$ cat config.mk
export PLATFORM = sky130hd
export DESIGN_NAME = cfg_target_seq
export DESIGN_NICKNAME = d
export VERILOG_FILES = /design/src/rtl/cfg_seq_pkg.sv /design/src/rtl/cfg_sync.sv /design/src/rtl/cfg_byte_capture.sv /design/src/rtl/cfg_stage_fsm.sv /design/src/rtl/cfg_target_seq.sv
export SDC_FILE = /design/constraint.sdc
export NUM_CORES = 1
export LEC_CHECK = 0
export BUFFER_PORTS_ARGS = -buffer_cell sky130_fd_sc_hd__buf_2
export CORE_MARGIN = 4
export CORE_UTILIZATION = 51
export DETAILED_ROUTE_END_ITERATION = 8
export PLACE_DENSITY = 0.75
export SYNTH_ARGS = -nofsm -noshare
export SYNTH_HDL_FRONTEND = slang
export SYNTH_HIERARCHICAL = 1
export SYNTH_SLANG_ARGS = --single-unit
$ cat constraint.sdc
create_clock -name clk -period 2.8 [get_ports clk]
set_input_delay 0.14 -clock clk [delete_from_list [all_inputs] [get_ports clk]]
set_output_delay 0.14 -clock clk [all_outputs]
set_load 0.05 [all_outputs]
$ cat src/rtl/cfg_seq_pkg.sv
package cfg_seq_pkg;

    localparam int DATA_W = 8;

    typedef enum logic [2:0] {
        S_POR,
        S_RESET,
        S_WAIT,
        S_CONFIG,
        S_INIT,
        S_DONE
    } seq_state_t;

    typedef enum logic [1:0] {
        STG_RESET  = 2'd0,
        STG_CONFIG = 2'd1,
        STG_INIT   = 2'd2
    } stage_t;

    // Asynchronous inputs, carried through one common synchroniser
    typedef struct packed {
        logic              ncfg;
        logic              nstat;
        logic              dclk;
        logic [DATA_W-1:0] data;
    } line_bus_t;

    typedef struct packed {
        logic              valid;
        logic [DATA_W-1:0] data;
    } beat_t;

    function automatic stage_t stage_of(seq_state_t s);
        case (s)
            S_CONFIG:       return STG_CONFIG;
            S_INIT, S_DONE: return STG_INIT;
            default:        return STG_RESET;
        endcase
    endfunction

    function automatic logic holds_line_low(seq_state_t s);
        return (s == S_POR) || (s == S_RESET);
    endfunction

endpackage

$ cat src/rtl/cfg_sync.sv
module cfg_sync #(
    parameter int STAGES = 2,
    parameter int W      = 1
) (
    input  logic         clk,
    input  logic         rst,
    input  logic [W-1:0] d,
    output logic [W-1:0] q
);
    logic [STAGES-1:0][W-1:0] pipe;

    always_ff @(posedge clk) begin
        if (rst) begin
            pipe <= '0;
        end else begin
            pipe[0] <= d;
            for (int i = 1; i < STAGES; i++) begin
                pipe[i] <= pipe[i-1];
            end
        end
    end

    assign q = pipe[STAGES-1];
endmodule

$ cat src/rtl/cfg_byte_capture.sv
module cfg_byte_capture
    import cfg_seq_pkg::*;
#(
    parameter int BYTE_COUNT = 16,
    localparam int CNT_W     = $clog2(BYTE_COUNT + 1)
) (
    input  logic              clk,
    input  logic              rst,
    input  logic              en,
    input  logic              clr,
    input  logic              dclk_s,
    input  logic [DATA_W-1:0] data_s,
    output beat_t             beat_o,
    output logic              last_o,
    output logic [CNT_W-1:0]  cnt_o
);
    localparam logic [CNT_W-1:0] CNT_LAST = CNT_W'(BYTE_COUNT - 1);

    logic dclk_q;
    logic take;

    assign take   = en && dclk_s && !dclk_q;
    assign last_o = take && (cnt_o == CNT_LAST);

    always_ff @(posedge clk) begin
        if (rst) begin
            dclk_q       <= 1'b0;
            cnt_o        <= '0;
            beat_o.valid <= 1'b0;
            beat_o.data  <= '0;
        end else begin
            dclk_q       <= dclk_s;
            beat_o.valid <= take && !clr;
            if (take && !clr) begin
                beat_o.data <= data_s;
            end
            if (clr) begin
                cnt_o <= '0;
            end else if (take) begin
                cnt_o <= cnt_o + 1'b1;
            end
        end
    end

    // synchronised clock edges are at least two cycles apart
    a_r4_single_pulse: assert property (@(posedge clk) disable iff (rst)
        beat_o.valid |=> !beat_o.valid);

    // the counter never runs past the expected total
    a_r6_count_bound: assert property (@(posedge clk) disable iff (rst)
        cnt_o <= CNT_W'(BYTE_COUNT));
endmodule

$ cat src/rtl/cfg_stage_fsm.sv
module cfg_stage_fsm
    import cfg_seq_pkg::*;
#(
    parameter int POR_CYCLES  = 1000,
    parameter int INIT_CYCLES = 8,
    localparam int TMR_MAX    = (POR_CYCLES > INIT_CYCLES) ? POR_CYCLES : INIT_CYCLES,
    localparam int TMR_W      = $clog2(TMR_MAX + 1)
) (
    input  logic       clk,
    input  logic       rst,
    input  logic       nconfig_s,
    input  logic       nstatus_s,
    input  logic       last_byte,
    output seq_state_t state_o,
    output logic       drive_lo_o,
    output logic       cap_en_o,
    output logic       clr_cnt_o,
    output logic       done_o
);
    localparam logic [TMR_W-1:0] POR_LAST  = TMR_W'(POR_CYCLES - 1);
    localparam logic [TMR_W-1:0] INIT_LAST = TMR_W'(INIT_CYCLES - 1);

    seq_state_t       nxt;
    logic [TMR_W-1:0] tmr, tmr_nxt;
    logic             ncfg_q;
    logic             ncfg_rise;

    assign ncfg_rise = nconfig_s && !ncfg_q;

    always_comb begin
        nxt     = state_o;
        tmr_nxt = tmr;
        if (state_o == S_POR) begin
            if (tmr == POR_LAST) begin
                nxt     = S_RESET;
                tmr_nxt = '0;
            end else begin
                tmr_nxt = tmr + 1'b1;
            end
        end else if (!nconfig_s) begin
            nxt     = S_RESET;
            tmr_nxt = '0;
        end else begin
            case (state_o)
                S_RESET:  if (ncfg_rise) nxt = S_WAIT;
                S_WAIT:   if (nstatus_s) nxt = S_CONFIG;
                S_CONFIG: begin
                    if (!nstatus_s) begin
                        nxt = S_WAIT;
                    end else if (last_byte) begin
                        nxt     = S_INIT;
                        tmr_nxt = '0;
                    end
                end
                S_INIT: begin
                    if (!nstatus_s) begin
                        nxt = S_WAIT;
                    end else if (tmr == INIT_LAST) begin
                        nxt = S_DONE;
                    end else begin
                        tmr_nxt = tmr + 1'b1;
                    end
                end
                S_DONE:   if (!nstatus_s) nxt = S_WAIT;
                default:  nxt = S_RESET;
            endcase
        end
    end

    always_ff @(posedge clk) begin
        if (rst) begin
            state_o <= S_POR;
            tmr     <= '0;
            ncfg_q  <= 1'b0;
        end else begin
            state_o <= nxt;
            tmr     <= tmr_nxt;
            ncfg_q  <= nconfig_s;
        end
    end

    assign drive_lo_o = holds_line_low(state_o);
    assign cap_en_o   = (state_o == S_CONFIG);
    assign clr_cnt_o  = (nxt == S_POR) || (nxt == S_RESET) || (nxt == S_WAIT);
    assign done_o     = (state_o == S_DONE);

    // the power-on hold can only give way to the reset stage
    a_r1_por_exit: assert property (@(posedge clk) disable iff (rst)
        ($past(state_o) == S_POR) |-> (state_o == S_POR || state_o == S_RESET));

    // configuration is entered only after the status line read high
    a_r3_config_entry: assert property (@(posedge clk) disable iff (rst)
        (state_o == S_CONFIG && $past(state_o) == S_WAIT) |-> $past(nstatus_s));

    // a low request after the hold forces reset on the next cycle
    a_r8_request_low: assert property (@(posedge clk) disable iff (rst)
        (!nconfig_s && state_o != S_POR) |=> (state_o == S_RESET));

    // an external low on the status line pauses the load
    a_r9_status_low: assert property (@(posedge clk) disable iff (rst)
        (!nstatus_s && nconfig_s &&
         (state_o == S_CONFIG || state_o == S_INIT || state_o == S_DONE))
        |=> (state_o == S_WAIT));
endmodule

$ cat src/rtl/cfg_target_seq.sv
module cfg_target_seq
    import cfg_seq_pkg::*;
#(
    parameter int SYNC_STAGES = 2,
    parameter int POR_CYCLES  = 1000,
    parameter int BYTE_COUNT  = 16,
    parameter int INIT_CYCLES = 8,
    localparam int CNT_W      = $clog2(BYTE_COUNT + 1)
) (
    input  logic              clk,
    input  logic              rst,
    input  logic              nconfig_i,
    input  logic              nstatus_i,
    input  logic              dclk_i,
    input  logic [DATA_W-1:0] data_i,
    output logic              nstatus_drive_lo_o,
    output logic [1:0]        stage_o,
    output logic              byte_valid_o,
    output logic [DATA_W-1:0] byte_data_o,
    output logic              done_o
);
    line_bus_t        raw, synced;
    seq_state_t       state;
    beat_t            beat;
    logic             last_byte, cap_en, clr_cnt;
    logic [CNT_W-1:0] byte_cnt;

    assign raw = '{ncfg: nconfig_i, nstat: nstatus_i, dclk: dclk_i, data: data_i};

    // Data travels with its clock so each sampled byte matches its edge
    cfg_sync #(.STAGES(SYNC_STAGES), .W($bits(line_bus_t))) u_sync (
        .clk (clk),
        .rst (rst),
        .d   (raw),
        .q   (synced)
    );

    cfg_stage_fsm #(.POR_CYCLES(POR_CYCLES), .INIT_CYCLES(INIT_CYCLES)) u_fsm (
        .clk        (clk),
        .rst        (rst),
        .nconfig_s  (synced.ncfg),
        .nstatus_s  (synced.nstat),
        .last_byte  (last_byte),
        .state_o    (state),
        .drive_lo_o (nstatus_drive_lo_o),
        .cap_en_o   (cap_en),
        .clr_cnt_o  (clr_cnt),
        .done_o     (done_o)
    );

    cfg_byte_capture #(.BYTE_COUNT(BYTE_COUNT)) u_cap (
        .clk    (clk),
        .rst    (rst),
        .en     (cap_en),
        .clr    (clr_cnt),
        .dclk_s (synced.dclk),
        .data_s (synced.data),
        .beat_o (beat),
        .last_o (last_byte),
        .cnt_o  (byte_cnt)
    );

    assign stage_o      = stage_of(state);
    assign byte_valid_o = beat.valid;
    assign byte_data_o  = beat.data;

    // a byte comes out only from a capture made in configuration
    a_r5_valid_in_config: assert property (@(posedge clk) disable iff (rst)
        byte_valid_o |-> ($past(state) == S_CONFIG));

    // done is reached only with the full count collected
    a_r7_done_full: assert property (@(posedge clk) disable iff (rst)
        done_o |-> (byte_cnt == CNT_W'(BYTE_COUNT)));

    // after a low request the byte counter is empty
    a_r8_count_cleared: assert property (@(posedge clk) disable iff (rst)
        (!synced.ncfg && state != S_POR) |=> (byte_cnt == '0));
endmodule

==> impl_metrics.ini <==
[layout]
final_common_cell = dfxtp_1
area_delta_synth_final_pct = 7.80
drive_above_1_share = 0.262
fin_area_um2 = 2440
diodes = 0
final_cell_mix = dfxtp_1, buf_2, a21oi_1
nets = 273
final_util = 0.588

[floorplan]
die_y_um = 74.6
io-pin-count = 26
dieArea_um2 = 5570
initial_core_util = 0.546
core_area_um2 = 4140
core.rowCount = 23
die_x_um = 74.6

[timing]
slew_headroom = 0.514
rsz0062_at_grt = no
period_needed_ns = 2.56
final.setup.tns_ns = 0
skew_ns = 0.00895
finalCritPeriodShare = 0.916
setup_viol = 0
hold_slack_ns = 0.0466
finalMaxSlewViolations = 0
hold_viol_final = 0
fmax_mhz = 390
worstMarginPinSlew_ns = 0.727

[power]
fin_total_pwr_mw = 1.22
p_per_area_nw_per_um2 = 501
peakVddDrop_mv = 0.372
p_leak_nw = 0.924

[critical_path]
cpPeakStageDelay_ns = 0.42
arrival_ns = 2.79
cp_slowest_cell = and4bb_4
crit_fanout = 10
end_kind = flip-flop
startpoint_type = flip-flop
cp_data_required_time_ns = 3.02
criticalPathCategory = reg -> reg
cp_cell_sequence = ha_1, and3_1, ha_1, and2_1, a211oi_1, o31ai_1, and3_1, o21ba_2, and4bb_4, nand2_1, a21oi_1

[yosys]
postSynthAreaPerCell_um2 = 9.43
syn-num-nets = 257
synth-edff-count = 0
netlist_instances = 240
synth_cell_types = 48
ys_ff_latch = 51
mappedNetlistArea_um2 = 2260
postSynth.asyncResetShare = 0
synth_sequential_area_ratio = 0.451
ys_warn_count = 6
synth_ff_type = dfxtp_1

[clock_network]
post_cts_buffers = 0
cts-root-buf = clkbuf_8
insertion_delay_ns = 0.29
numCtsBuffers = 5
htree_levels = 2
clock_path_buffers = 2
cts.reportedPaths.clkPinSlew_ns = 0.09
cts.sinks = 51
cts_tree = yes
holdBufCountCts = 0
ctsResizeCount = 0

[detailed_routing]
drc = 0
ant_nets = 0
route.vias.total = 1674
drtPass1Iterations = 4
drt_iter0_markers = 131
post_drt_wl_per_cell_um = 13.0
routed_wl_um = 3970
vias_per_cell = 5.47

[worst_hold_path]
hold_class = in -> reg

[grt]
overflow = 0
grt_pass1_wl_um = 6940
grt_pass1_vias = 1524
antenna_found_initial = 0
grt_max_degree = 31
grt_util_all_layers = 0.161

[placement]
portBuffers = 25
dpl-instance-area_um2 = 2340
gp_congestion = 0.886
dp_hpwl_um = 2750

[flow_run]
drv_cap = 0

[outcome]
outcome = completed
[critical path, delay by kind of cell, from the launching register on]
family	cells	cell delay (ns)
flip-flops	1	0.34
AO/OA/AOI/OAI	4	0.75
adder cells (fa/ha/maj)	2	0.38
AND/OR/NAND/NOR	5	1.02
[synthesized netlist by cell type, types with 5 or more instances]
master,instances,area share
inv_1,8,0.013
nor2b_2,15,0.058
nor3_1,7,0.015
or3_1,5,0.014
nor2_1,16,0.027
o21ai_0,12,0.027
nand2_1,17,0.028
buf_2,6,0.013
nand3_1,5,0.011
a21oi_1,19,0.042
nor2b_1,8,0.022
buf_4,12,0.040
o21ai_1,6,0.013
dfxtp_1,51,0.45
[cell type report]
class	instances	area (um2)
repair buffers	31	170
multi-input cells	159	1060
flip-flops and latches	51	1020
inverters	8	30.0
clock inverters	1	8.76
well taps	50	62.6
fillers	364	1710
clock buffers	6	82.6
[state kept, by name, indices dropped and copies added (netlist names)]
signal,flops
u_sync/pipe,11
u_sync/q,11
u_fsm/tmr,10
u_cap/beat_o,9
u_cap/cnt_o,5
u_fsm/state_o,3
u_cap/dclk_q,1
u_fsm/ncfg_q,1
[per-stage QoR]
stage,std cells,setup WS (ns)
after floorplan,240,0.198
after detailed placement,299,0.128
after global routing,306,0.0311
final,306,0.236
after CTS,306,0.115
after global placement,299,0.206
[worst paths after layout]
check                         startpoint                            to  slack (ns)  cells after the start
max          u_cap/cnt_o[0]$_SDFFE_PP0P_  u_cap/beat_o[1]$_SDFFE_PP0P_        0.24                     11
min                               dclk_i     u_sync/pipe[8]$_SDFF_PP0_        0.05                      2
max reg2reg  u_cap/cnt_o[0]$_SDFFE_PP0P_  u_cap/beat_o[1]$_SDFFE_PP0P_        0.24                     11
min reg2reg   u_sync/pipe[10]$_SDFF_PP0_       u_sync/q[10]$_SDFF_PP0_        0.44                      1
[per-layer routing]
metal | vias up | part of all wire | global-route usage
li1 | 860 | - | -
met1 | 770 | 0.48 | 0.222
met2 | 40 | 0.47 | 0.246
met3 | 4 | 0.045 | 0.0324
met4 | 0 | 0.011 | 0.0652
met5 | - | 0 | 0
[power breakdown]
part           total [mW]  internal, mW  switching [mW]
logic              0.0446        0.0230          0.0216
registers           0.753         0.744         0.00942
clock network       0.424         0.199           0.225
total                1.22         0.966           0.256
[logic make-up (layout without fill, tap and decap cells)]
group,after synthesis,after routing,share of synthesized area
buf+inv,30,46,0.0830
xor+xnor,2,2,0.00774
simple gates,98,98,0.278
flops,51,51,0.451
fa+ha+maj,4,4,0.0221
compound gates,55,55,0.158
No activity file was read; power rests on OpenSTA's default activity.
